`src/rtl/pwr_wake_pkg.sv`:
```
package pwr_wake_pkg;
  typedef enum logic [2:0] {
    PW_OFF  = 3'd0,
    PW_FILT = 3'd1,
    PW_RAMP = 3'd2,
    PW_KEEP = 3'd3,
    PW_HELD = 3'd4,
    PW_DOWN = 3'd5
  } pw_state_e;
endpackage

```
`src/rtl/pwr_wake_filter.sv`:
```
module pwr_wake_filter #(
  parameter int unsigned FILT_LEN = 16
) (
  input  logic clk,
  input  logic rst_n,
  input  logic wake_i,
  output logic evt_o
);
  localparam int unsigned CW = $clog2(FILT_LEN + 2);

  logic [CW-1:0] cnt_q, cnt_d;

  always_comb begin
    if (!wake_i)                         cnt_d = '0;
    else if (cnt_q == CW'(FILT_LEN + 1)) cnt_d = cnt_q;
    else                                 cnt_d = cnt_q + 1'b1;
  end

  assign evt_o = wake_i && (cnt_q == CW'(FILT_LEN));

  always_ff @(posedge clk or negedge rst_n) begin
    if (!rst_n) cnt_q <= '0;
    else        cnt_q <= cnt_d;
  end

  // recognition needs the input high on the previous edge as well
  assert_evt_after_high_R1: assert property (@(posedge clk) disable iff (!rst_n)
    evt_o |-> $past(wake_i));
endmodule

```
`src/rtl/pwr_ka_window.sv`:
```
module pwr_ka_window #(
  parameter int unsigned KA_LEN = 1000
) (
  input  logic clk,
  input  logic rst_n,
  input  logic load_i,
  output logic live_o
);
  localparam int unsigned KW = $clog2(KA_LEN + 1);

  logic [KW-1:0] cnt_q, cnt_d;

  always_comb begin
    if (load_i)             cnt_d = KW'(KA_LEN);
    else if (cnt_q != '0)   cnt_d = cnt_q - 1'b1;
    else                    cnt_d = cnt_q;
  end

  assign live_o = load_i || (cnt_q != '0);

  always_ff @(posedge clk or negedge rst_n) begin
    if (!rst_n) cnt_q <= '0;
    else        cnt_q <= cnt_d;
  end

  // a reload keeps the window open on the following cycle
  assert_window_open_R7: assert property (@(posedge clk) disable iff (!rst_n)
    load_i |=> live_o);
endmodule

```
`src/rtl/pwr_rst_timer.sv`:
```
module pwr_rst_timer #(
  parameter int unsigned RST_DLY = 12
) (
  input  logic clk,
  input  logic rst_n,
  input  logic ok_i,
  input  logic gate_i,
  output logic rel_o
);
  localparam int unsigned RW = $clog2(RST_DLY + 1);

  logic [RW-1:0] cnt_q, cnt_d;

  always_comb begin
    if (!ok_i)                       cnt_d = '0;
    else if (cnt_q == RW'(RST_DLY))  cnt_d = cnt_q;
    else                             cnt_d = cnt_q + 1'b1;
  end

  assign rel_o = gate_i && (cnt_q == RW'(RST_DLY));

  always_ff @(posedge clk or negedge rst_n) begin
    if (!rst_n) cnt_q <= '0;
    else        cnt_q <= cnt_d;
  end

  // release only follows a cycle in which every rail was good
  assert_release_needs_ok_R4: assert property (@(posedge clk) disable iff (!rst_n)
    rel_o |-> $past(ok_i));
endmodule

```
`src/rtl/pwr_wake_ctrl.sv`:
```
module pwr_wake_ctrl
  import pwr_wake_pkg::*;
#(
  parameter int unsigned FILT_LEN = 16,
  parameter int unsigned KA_LEN   = 1000,
  parameter int unsigned IO_DLY   = 200,
  parameter int unsigned CORE_DLY = 200,
  parameter int unsigned RST_DLY  = 12
) (
  input  logic       clk,
  input  logic       rst_n,
  input  logic       wake_i,
  input  logic       hold_wr_i,
  input  logic       hold_val_i,
  input  logic       ka_wr_i,
  input  logic       prereg_ok_i,
  input  logic       io5_ok_i,
  input  logic       io_ok_i,
  input  logic       core_ok_i,
  input  logic       wdog_ok_i,
  output logic       prereg_en_o,
  output logic       core_en_o,
  output logic       io5_en_o,
  output logic       io_en_o,
  output logic       rst_out_o,
  output logic       vbsw_en_o,
  output logic [2:0] state_o
);
  localparam int unsigned DMAX = (IO_DLY > CORE_DLY) ? IO_DLY : CORE_DLY;
  localparam int unsigned DW   = $clog2(DMAX + 1);

  logic [1:0]    sync_q;
  logic          rst_i;
  pw_state_e     st_q, st_d;
  logic [DW-1:0] dly_q, dly_d;
  logic          hold_q, wake_q;
  logic          wake_evt, ka_load, ka_live, rst_rel;
  logic          on_st, run_st, io_on, all_ok, awake_req;

  // reset: asserted asynchronously, released on the second clock edge
  always_ff @(posedge clk or negedge rst_n) begin
    if (!rst_n) sync_q <= '0;
    else        sync_q <= {sync_q[0], 1'b1};
  end
  assign rst_i = sync_q[1];

  pwr_wake_filter #(.FILT_LEN(FILT_LEN)) u_filt (
    .clk(clk), .rst_n(rst_i), .wake_i(wake_i), .evt_o(wake_evt)
  );

  pwr_ka_window #(.KA_LEN(KA_LEN)) u_ka (
    .clk(clk), .rst_n(rst_i), .load_i(ka_load), .live_o(ka_live)
  );

  pwr_rst_timer #(.RST_DLY(RST_DLY)) u_rst (
    .clk(clk), .rst_n(rst_i), .ok_i(all_ok), .gate_i(on_st), .rel_o(rst_rel)
  );

  assign on_st     = (st_q == PW_RAMP) || (st_q == PW_KEEP) || (st_q == PW_HELD);
  assign run_st    = (st_q == PW_KEEP) || (st_q == PW_HELD);
  assign io_on     = on_st && (dly_q == DW'(IO_DLY));
  assign all_ok    = io_on && prereg_ok_i && io5_ok_i && io_ok_i && core_ok_i;
  assign ka_load   = wake_evt || (on_st && ((wake_i != wake_q) || ka_wr_i));
  assign awake_req = wake_i || hold_q;

  // next state
  always_comb begin
    st_d = st_q;
    case (st_q)
      PW_OFF:  if (wake_i) st_d = PW_FILT;
      PW_FILT: begin
        if (wake_evt)     st_d = PW_RAMP;
        else if (!wake_i) st_d = PW_OFF;
      end
      PW_RAMP: if (rst_rel) st_d = awake_req ? PW_HELD : PW_KEEP;
      PW_KEEP, PW_HELD: begin
        if (awake_req)    st_d = PW_HELD;
        else if (ka_live) st_d = PW_KEEP;
        else              st_d = PW_DOWN;
      end
      PW_DOWN: begin
        if (wake_evt)                           st_d = PW_RAMP;
        else if (dly_q == DW'(CORE_DLY - 1))    st_d = PW_OFF;
      end
      default: st_d = PW_OFF;
    endcase
  end

  // sequencing delay counter: I/O ramp while on, core hold-off while down
  always_comb begin
    dly_d = '0;
    if (st_d == PW_DOWN) begin
      if (st_q == PW_DOWN) dly_d = dly_q + 1'b1;
    end else if ((st_d == PW_RAMP || st_d == PW_KEEP || st_d == PW_HELD) && on_st) begin
      if (prereg_ok_i) dly_d = (dly_q == DW'(IO_DLY)) ? dly_q : dly_q + 1'b1;
    end
  end

  always_ff @(posedge clk or negedge rst_i) begin
    if (!rst_i) begin
      st_q   <= PW_OFF;
      dly_q  <= '0;
      wake_q <= 1'b0;
      hold_q <= 1'b0;
    end else begin
      st_q   <= st_d;
      dly_q  <= dly_d;
      wake_q <= wake_i;
      if (hold_wr_i) hold_q <= hold_val_i;
    end
  end

  assign prereg_en_o = on_st || (st_q == PW_DOWN);
  assign core_en_o   = on_st || (st_q == PW_DOWN);
  assign io5_en_o    = io_on;
  assign io_en_o     = io_on;
  assign rst_out_o   = rst_rel;
  assign vbsw_en_o   = run_st && wdog_ok_i;
  assign state_o     = st_q;

  // I/O rails never enabled without the pre-regulator good one edge before
  assert_io_after_prereg_R3: assert property (@(posedge clk) disable iff (!rst_i)
    io_en_o |-> $past(prereg_ok_i));

  // reset released only after all four rails were reported good
  assert_rst_after_rails_R4: assert property (@(posedge clk) disable iff (!rst_i)
    rst_out_o |-> $past(prereg_ok_i && io5_ok_i && io_ok_i && core_ok_i));

  // power-down is entered only from an on state
  assert_down_from_on_R8: assert property (@(posedge clk) disable iff (!rst_i)
    $rose(st_q == PW_DOWN) |-> $past(st_q == PW_KEEP || st_q == PW_HELD));

  // the core rail is switched off only at the end of power-down
  assert_core_off_late_R8: assert property (@(posedge clk) disable iff (!rst_i)
    $fell(core_en_o) |-> $past(st_q == PW_DOWN));

  // a restart out of power-down needs the wake input high
  assert_restart_by_wake_R9: assert property (@(posedge clk) disable iff (!rst_i)
    ($past(st_q == PW_DOWN) && st_q == PW_RAMP) |-> $past(wake_i));

  // switched battery output only while the supply rails are up
  assert_vbsw_with_rails_R10: assert property (@(posedge clk) disable iff (!rst_i)
    vbsw_en_o |-> (core_en_o && prereg_en_o));
endmodule

```
`config.mk`:
```
export PLATFORM = sky130hd
export DESIGN_NAME = pwr_wake_ctrl
export DESIGN_NICKNAME = d
export VERILOG_FILES = /design/src/rtl/pwr_wake_pkg.sv /design/src/rtl/pwr_wake_filter.sv /design/src/rtl/pwr_ka_window.sv /design/src/rtl/pwr_rst_timer.sv /design/src/rtl/pwr_wake_ctrl.sv
export SDC_FILE = /design/constraint.sdc
export NUM_CORES = 1
export LEC_CHECK = 0
export ABC_AREA = 1
export BUFFER_PORTS_ARGS = -buffer_cell sky130_fd_sc_hd__buf_2
export CORE_ASPECT_RATIO = 0.5
export CORE_MARGIN = 10
export CORE_UTILIZATION = 63
export CTS_CLUSTER_SIZE = 20
export DETAILED_ROUTE_END_ITERATION = 10
export GPL_ROUTABILITY_DRIVEN = 0
export HOLD_SLACK_MARGIN = 0.05
export PLACE_DENSITY = 0.81
export RECOVER_POWER = 50
export SYNTH_ARGS = -nofsm -noshare
export SYNTH_HDL_FRONTEND = slang
export SYNTH_SLANG_ARGS = --single-unit
```
`constraint.sdc`:
```
create_clock -name clk -period 4.23 [get_ports clk]
set_input_delay 0.846 -clock clk [delete_from_list [all_inputs] [get_ports clk]]
set_output_delay 0.846 -clock clk [all_outputs]
set_load 0.02 [all_outputs]
```
==> results of run 1 <==
==> metal layers <==
layer  part of all wire (%)  track usage (%)
met1                     45             17.0
met2                     50             25.5
met3                    4.1             4.19
met4                   0.95             4.87
met5                      0                0
==> worst register-to-register path: cells and delay by family, from the launching register on <==
| kind | cells | cell delay (ns) |
|---|---|---|
| AO/OA/AOI/OAI | 1 | 0.21 |
| adder cells (fa/ha/maj) | 1 | 0.16 |
| buffers and inverters | 1 | 0.11 |
| flip-flops | 1 | 0.42 |
| AND/OR/NAND/NOR | 7 | 0.81 |
==> final cells by class <==
type | count | area, um2
Clock buffer | 8 | 110
Tap cell | 40 | 50.0
Multi-Input combinational cell | 165 | 958
Sequential cell | 34 | 851
Timing Repair Buffer | 20 | 96.3
Inverter | 34 | 128
Fill cell | 240 | 785
==> path summary, 6_finish.rpt <==
check / end / slack, ns / cells after the start
hold reg to reg: sync_q[1] / 0.35 / 0
setup reg to reg: dly_q[1] / 2.41 / 10
max in group asynchronous: dly_q[7] / 2.43 / 1
setup / recovery: vbsw_en_o / 1.80 / 5
min in group clk: sync_q[1] / 0.35 / 0
hold / removal: sync_q[0] / 0.33 / 1
==> registers in the layout, summed over array words and instances (netlist names) <==
| signal | flops |
|---|---|
| wake_q | 1 |
| u_ka.cnt_q | 10 |
| state_o | 3 |
| hold_q | 1 |
| sync_q | 2 |
| dly_q | 8 |
| u_rst.cnt_q | 4 |
| u_filt.cnt_q | 5 |
==> power groups by stage <==
stage | clock network, mW | registers (mW) | logic [mW]
floorplan | 0 | 0.381 | 0.0440
global placement | 0 | 0.381 | 0.0634
detailed placement | 0 | 0.381 | 0.0655
CTS | 0.287 | 0.376 | 0.0655
global route | 0.302 | 0.380 | 0.0754
finish | 0.282 | 0.376 | 0.0641
==> cells by family after synthesis <==
| family | count (synthesis) | synth area share [%] |
|---|---|---|
| AND/OR/NAND/NOR | 115 | 30.3 |
| adder cells (fa/ha/maj) | 9 | 5.77 |
| XOR/XNOR | 9 | 4.04 |
| other | 1 | 0.192 |
| AO/OA/AOI/OAI | 30 | 8.27 |
| flip-flops | 34 | 43.6 |
| multiplexers | 1 | 0.577 |
| buffers and inverters | 36 | 7.31 |
==> through the flow <==
stage          hold WS, ns  total power [mW]  area [um2]
5_1_grt              0.327             0.757        2190
3_3_place_gp         0.274             0.444        2090
3_5_place_dp         0.284             0.446        2090
6_report             0.330             0.722        2190
4_1_cts              0.309             0.728        2200
2_1_floorplan        0.331             0.425        1950
==> cells in the final DEF, fill, tap and decap left out <==
cell                       count
sky130_fd_sc_hd__nand2_1      37
sky130_fd_sc_hd__dfrtp_1      34
sky130_fd_sc_hd__inv_1        32
sky130_fd_sc_hd__nor2_1       23
sky130_fd_sc_hd__nand3_1      20
sky130_fd_sc_hd__buf_2        17
sky130_fd_sc_hd__o21ai_0      13
sky130_fd_sc_hd__a21oi_1      12
sky130_fd_sc_hd__nor3_1       12
sky130_fd_sc_hd__ha_1          9
sky130_fd_sc_hd__xor2_1        8
sky130_fd_sc_hd__clkbuf_8      8
sky130_fd_sc_hd__nand4_1       4
sky130_fd_sc_hd__nand2_2       4
sky130_fd_sc_hd__nand2_4       3
sky130_fd_sc_hd__nand3_2       3
sky130_fd_sc_hd__clkbuf_1      3
sky130_fd_sc_hd__nor2_2        2
sky130_fd_sc_hd__inv_2         2
sky130_fd_sc_hd__a211oi_1      2
sky130_fd_sc_hd__nand3b_4      1
sky130_fd_sc_hd__o21ai_1       1
sky130_fd_sc_hd__nand4_2       1
sky130_fd_sc_hd__o311ai_0      1
sky130_fd_sc_hd__or2_2         1
sky130_fd_sc_hd__and2_1        1
sky130_fd_sc_hd__nand3_4       1
sky130_fd_sc_hd__nand3b_1      1
sky130_fd_sc_hd__o31ai_1       1
sky130_fd_sc_hd__and3b_1       1
sky130_fd_sc_hd__xnor2_1       1
sky130_fd_sc_hd__mux2_2        1
sky130_fd_sc_hd__conb_1        1
==> summary.md, run 1 <==
A synthesized cell averages 8.31 um2. Family of cells with the greatest summed delay on the critical path: simple AND/OR/NAND/NOR gates. The pre-antenna-repair detailed-routing pass consisted of 5 iterations.

Headroom to the max-slew limit came out at -14.5%. Based on the critical path, the design can be clocked at up to 412 MHz. The worst-case IR drop observed on VDD is 0.000248 V.

The biggest cell delay along the critical path was 0.44 ns. Tracing the worst setup path back leads to its startpoint at state_o[1]. At the worst endpoint, the arrival time is 1.58 ns.

Share of total power in the clock network: 39.0%. The type of element capturing the critical path was a primary output. The tools report the largest net degree at the start of global routing as 33. The slew of the pin with the lowest slew margin is 1.72 ns. The synthesized design contains 34 register bits. The run finished, with violations left. The area share of the largest cell type after synthesis was 43.6%. The tools report the detailed placer's ending HPWL as 2880 um. Timing analysis after detailed placement gives a worst setup slack of 2.10 ns. The count of flip-flops with a built-in enable after synthesis was 0; the CTS H-tree depth was 2.

The post-synthesis instance area came out at 1950 um2. The run gives 0 ns as the final setup TNS. For the number of setup violations in the final report, the log shows 0. Setup repair after global routing left no endpoint under its margin. The critical path goes through nor2_1 -> nand2_1 -> o21ai_1 -> and2_1 -> buf_2. The power share of the sequential group was 52.1%. The cell sitting at the root of the clock tree is a sky130_fd_sc_hd__clkbuf_8. The setup path with the least slack is of type flip-flop to primary output.

Internal power comes to 0.542 mW. The max-capacitance violation count came out at 1. The global-route total usage across every layer is 14.6%. After synthesis, flip-flops and latches occupy 43.6% of the total area.

The tools report the post-layout instance count excluding filler cells as 301. By area the synthesized netlist is led by sky130_fd_sc_hd__dfrtp_1, sky130_fd_sc_hd__nand2_1, sky130_fd_sc_hd__inv_1, sky130_fd_sc_hd__ha_1, sky130_fd_sc_hd__nand3_1. The worst clock skew on the final layout is 0.00782 ns, and the clock edge transition at the registers on the reported setup and hold paths is 0.07 ns. The routed wirelength normalized by instance count is 12.9 um.

The final critical path takes up 57.4% of the cycle. For the quantity of hold-fixing buffers added after cts, the log shows 0. The count of buffers added on input and output ports is 19. Of the total power, combinational logic draws 8.9%. After layout, the minimum clock period comes to 2.43 ns. Distinct cell type count after synthesis: 31.

The buffering stage count on the worst path with inverters included is 1, and the placeable core area is 2980 um2. The slowest stage of the critical path is the sky130_fd_sc_hd__dfrtp_1 cell. Power spread over the standard cell area amounts to 329 nW/um2. The vertical die dimension is 59.4 um. After clock tree synthesis, the setup repair step added 0 buffers. The fraction of final layout cells with drive strength greater than 1 is 16.9%.

The startpoint identified for the worst register-to-register timing path is u_filt.cnt_q[0]. The total overflow left after global routing is 0. The biggest area contributor in the post-synthesis netlist is sky130_fd_sc_hd__dfrtp_1.

Counting flops with an async set or reset pin after synthesis yields a share of 100%. For the number of buffers inserted during clock tree synthesis, the log shows 5. When the netlist entered floorplanning its net count stood at 255. After synthesis, the most frequently instantiated cells are sky130_fd_sc_hd__nand2_1, sky130_fd_sc_hd__dfrtp_1, sky130_fd_sc_hd__inv_1.

Across all layers, the routed design uses 1604 vias. The leakage dissipation was 1.06 nW; the initial standard-cell utilization of the core was 65.5%. The final reports fail on capacitance limit, slew limit.

The floorplan step defined a die boundary enclosing 5860 um2. During I/O placement, the number of pins put on the boundary was 20. For the sink count of the clock tree, the log shows 34. Summed over all layers, the routed wires come to 3890 um. In this run, post-CTS repair resized a total of 0 instances.

For the worst setup path, the data required time is 3.38 ns. TritonCTS built the clock tree. Summed over all nets, the switching power comes to 0.180 mW. The tools report the gate count of the mapped netlist as 235.

The maximum buffer depth of the clock tree was 2; the DRC violations left was 0. The tools report the total number of yosys warnings as 0. For this run, the share of the core covered by cells in the final layout is 73.7%. sky130_fd_sc_hd__nand2_1 is the most common cell in the netlist.

The final-report max-slew violation count is 33. In this run the worst path has a maximum fanout of 7. The tools report the clock latency of the later-clocked register in the worst-skew pair as 0.29 ns. The critical path launch point type is a flip-flop. Dividing the detail-routed via count by the number of cells gives 5.33. After the last flow step, the layout net total stands at 280. For the via count of the first global-routing pass, the log shows 1609. Among all flip-flop cells after synthesis, the most frequent one is sky130_fd_sc_hd__dfrtp_1. The count of nets left with antenna violations once routing finished came out at 0. The logs give 7050 um for the wire length of the first global-routing pass and 57 for the violation count after the first detailed-route iteration. The min-delay analysis places its worst path in the category input pin to asynchronous set/reset pin.

The number of diodes was 0. The number of endpoints with negative hold slack in the final report came out at 0. In this run switching power makes up 25.0% of total power. After floorplanning, the core was divided into 14 placement rows. The slack of the critical path is 1.80 ns, and the area growth from synthesis to layout is 12.4%. Including well taps, the total number of placed cells is 293. Number of antenna violations at the first check in global routing: 0. Measured along the x axis, the die boundary spans 98.7 um.
Note: power is estimated with default switching activity, not from simulation.
==> run 2, diff against run 1 <==
--- a/config.mk
+++ b/config.mk
@@ -9,12 +9,12 @@
 export BUFFER_PORTS_ARGS = -buffer_cell sky130_fd_sc_hd__buf_2
 export CORE_ASPECT_RATIO = 0.5
 export CORE_MARGIN = 10
-export CORE_UTILIZATION = 63
+export CORE_UTILIZATION = 58
 export CTS_CLUSTER_SIZE = 20
 export DETAILED_ROUTE_END_ITERATION = 10
 export GPL_ROUTABILITY_DRIVEN = 0
 export HOLD_SLACK_MARGIN = 0.05
-export PLACE_DENSITY = 0.81
+export PLACE_DENSITY = 0.76
 export RECOVER_POWER = 50
 export SYNTH_ARGS = -nofsm -noshare
 export SYNTH_HDL_FRONTEND = slang
==> constraint.sdc (replaced) <==
create_clock -name clk -period 2.43 [get_ports clk]
set_input_delay 0.486 -clock clk [delete_from_list [all_inputs] [get_ports clk]]
set_output_delay 0.486 -clock clk [all_outputs]
set_load 0.02 [all_outputs]
==> summary.md, run 2 (synthesis gave the netlist of run 1 again) <==
The number of fill cells was 254 (was 240); the arrival time at the worst endpoint was 1.55 ns (was 1.58 ns). Type of element capturing the critical path: a primary output (unchanged). The headroom to the max-slew limit came out at -14.1% (was -14.5%). The run finished, with violations left.

The clock latency of the later-clocked register in the worst-skew pair is 0.29 ns (about the same). The count of standard-cell rows is 14 (unchanged), and the detail-routed via count per cell is 5.32 (was 5.33). The run gives 1.06 nW (about the same) as the leakage dissipation.

The leading cell type in the layout, fill and taps excluded was sky130_fd_sc_hd__nand2_1 (unchanged). Violated checks: capacitance limit, slew limit (unchanged). The length of routed met2 wiring was 1900 um (was 1930 um); the floorplan die width was 102 um (was 98.7 um). The worst slack at placement is 0.610 ns (was 2.10 ns), and the wire length of the first global-routing pass is 6790 um (was 7050 um). The worst clock skew on the final layout was 0.00859 ns (was 0.00782 ns). The tools report the worst hold margin as 0.348 ns (was 0.330 ns). Clock edge transition at the registers on the reported setup and hold paths: 0.07 ns (about the same). The logs give 1.26 mW (was 0.722 mW) for the total design power and 2 (unchanged) for the CTS H-tree depth. The logs give 160 um (was 158 um) for the wire length on met3 and 293 (unchanged) for the number of cells in the design after placement. The final-report max-slew violation count came out at 33 (unchanged). The path category of the worst min-delay check is flip-flop to flip-flop (was input pin to asynchronous set/reset pin). The area growth from synthesis to layout is 12.9% (was 12.4%), and the biggest cell delay along the critical path is 0.44 ns (about the same). The number of search-and-repair iterations in the first detailed-routing pass is 4 (was 5), and the via count of the first global-routing pass is 1508 (was 1609).

Regs by FF count: u_ka.cnt_q: 10 flops, dly_q: 8 flops, u_filt.cnt_q: 5 flops (unchanged). The tools report the post-route met1 wirelength as 1820 um (was 1770 um). Fraction of final layout cells with drive strength greater than 1: 16.8% (was 16.9%). The share of the core filled with cells is 70.7% (was 73.7%), and the design area is 2200 um2 (was 2190 um2). The type of the worst setup path is flip-flop to primary output (unchanged).

Commonest non-fill, non-tap cells in the layout: sky130_fd_sc_hd__nand2_1, sky130_fd_sc_hd__dfrtp_1, sky130_fd_sc_hd__inv_1, sky130_fd_sc_hd__nor2_1, sky130_fd_sc_hd__nand3_1 (unchanged). The logs give 13.9% (was 14.6%) for the global-route total usage across every layer and 3970 um (was 3890 um) for the total length of routed wires. Max-capacitance violation count: 1 (unchanged). The violation count after the first detailed-route iteration is 57 (unchanged). Family of cells with the greatest summed delay on the critical path: simple AND/OR/NAND/NOR gates (unchanged). The top fanout value on the critical path came out at 10 (was 7). The routed wirelength normalized by instance count works out to 13.1 um (was 12.9 um). Chain of cells forming the critical path: nor2_1 -> nand2_1 -> nand2_4 -> or2_2 -> buf_2 (was nor2_1 -> nand2_1 -> o21ai_1 -> and2_1 -> buf_2). Highest signal layer in the routed design: met4 (unchanged).

The peak supply drop came out at 0.000507 V (was 0.000248 V). Count of nets left with antenna violations after detail routing: 0 (unchanged). The buffer type at the clock tree root was sky130_fd_sc_hd__clkbuf_8 (unchanged).

For the required time at the worst-slack endpoint, the log shows 1.94 ns (was 3.38 ns). The run gives 62.6% (was 65.5%) as the initial standard-cell utilization of the core. The tools report the number of setup violations in the final report as 0 (unchanged).

Power density of the placed cells: 572 nW/um2 (was 329 nW/um2). The highest clock frequency the design can meet was 491 MHz. The number of endpoints with negative hold slack in the final report was 0 (unchanged).

The slew of the pin with the lowest slew margin was 1.71 ns (was 1.72 ns); the number of vias after detailed routing was 1606 (was 1604). The tools report the slack of the critical path as 0.394 ns (was 1.80 ns). The logs give 20 (unchanged) for the I/O pin count and 302 (was 301) for the post-layout instance count excluding filler cells.

In the finished design, the share of the clock period the worst path needs comes to 83.8%. The tools report the placeable core area as 3120 um2 (was 2980 um2). The number of buffers inserted during clock tree synthesis is 5 (unchanged). The master of the slowest instance on the critical path was sky130_fd_sc_hd__dfrtp_1 (unchanged).

The reg2reg setup slack was 0.58 ns (was 2.41 ns). The final net count was 281 (was 280); the clock period minus final worst setup slack was 2.04 ns. The critical path launch point type was a flip-flop (unchanged). The tools report the number of antenna violations at the first check in global routing as 0 (unchanged). The final global-route overflow total was 0 (unchanged); the placed standard-cell area was 2090 um2 (unchanged). The combined flip-flop and latch cell area is 851 um2 (unchanged). The count of input and output buffers was 19 (unchanged); the flip-flop count of the largest register after layout was 10 (unchanged). For the number of diodes, the log shows 0 (unchanged).

The maximum buffer depth of the clock tree is 2 (unchanged), and the buffering stage count on the worst path with inverters included is 1 (unchanged). Multi-input logic area: 958 um2 (unchanged). The final setup TNS was 0 ns (unchanged); the vertical die dimension was 61.0 um (was 59.4 um). The sink count of the clock tree is 34 (unchanged), and the DRC violations left is 0 (unchanged). The overall die area came out at 6230 um2 (was 5860 um2). The largest register by flop count is u_ka.cnt_q (unchanged). Setup repair after global routing left no endpoint under its margin. The largest net degree at the start of global routing was 33 (unchanged). TritonCTS built the clock tree. The detailed placer's ending HPWL was 3060 um (was 2880 um).
==> run 2: cell types whose count changed in the layout (fill, tap and decap cells not counted) <==
cell | previous run | this run
sky130_fd_sc_hd__dlygate4sd3_1 | 0 | 1
==> run 2: where the power goes <==
part           switching [mW]  total, mW  internal [mW]  leakage (nW)
logic                  0.0688      0.115         0.0463         0.582
clock network           0.203      0.489          0.286        0.0575
registers              0.0447      0.657          0.612         0.425
==> run 2: layout make-up <==
| cell class | count | area share [%] |
|---|---|---|
| Tap cell | 40 | 2.27 |
| Sequential cell | 34 | 38.6 |
| Inverter | 34 | 5.79 |
| Multi-Input combinational cell | 165 | 43.5 |
| Clock buffer | 8 | 5.00 |
| Timing Repair Buffer | 21 | 4.83 |
==> run 2: worst register-to-register path, stage by stage (launching register included) <==
cell                       delay (ns)
sky130_fd_sc_hd__dfrtp_1         0.42
sky130_fd_sc_hd__inv_1           0.12
sky130_fd_sc_hd__ha_1            0.15
sky130_fd_sc_hd__nand2_1         0.06
sky130_fd_sc_hd__nand3b_4        0.21
sky130_fd_sc_hd__o21ai_0         0.23
sky130_fd_sc_hd__nand4_2         0.18
sky130_fd_sc_hd__nand2_4         0.15
sky130_fd_sc_hd__nand3_2         0.10
sky130_fd_sc_hd__nand2_1         0.08
sky130_fd_sc_hd__nand2_1         0.04
==> run 2: per-layer routing <==
metal  global-route usage, %  vias up
li1                        -      817
met1                    16.7      737
met2                    22.5       39
met3                    4.58       13
met4                    6.77        0
met5                       0        -
==> run 2: timing repair <==
| action | in CTS | in global routing |
|---|---|---|
| buffers inserted | 0 | 0 |
| resized for setup | 0 | 0 |
| endpoints found under the hold margin | 2 | 0 |
| hold buffers | 1 | 0 |
==> run 2: path summary, 6_finish.rpt <==
| check | start | end | depth (start not counted) |
|---|---|---|---|
| worst max-delay path | state_o[1] | prereg_en_o | 5 |
| worst max register to register | u_filt.cnt_q[1] | dly_q[0] | 10 |
| worst min register to register | sync_q[0] | sync_q[1] | 0 |
| worst min-delay path | sync_q[0] | sync_q[1] | 0 |
| max in group asynchronous | sync_q[1] | hold_q | 1 |
| min in group asynchronous | rst_n | sync_q[0] | 2 |
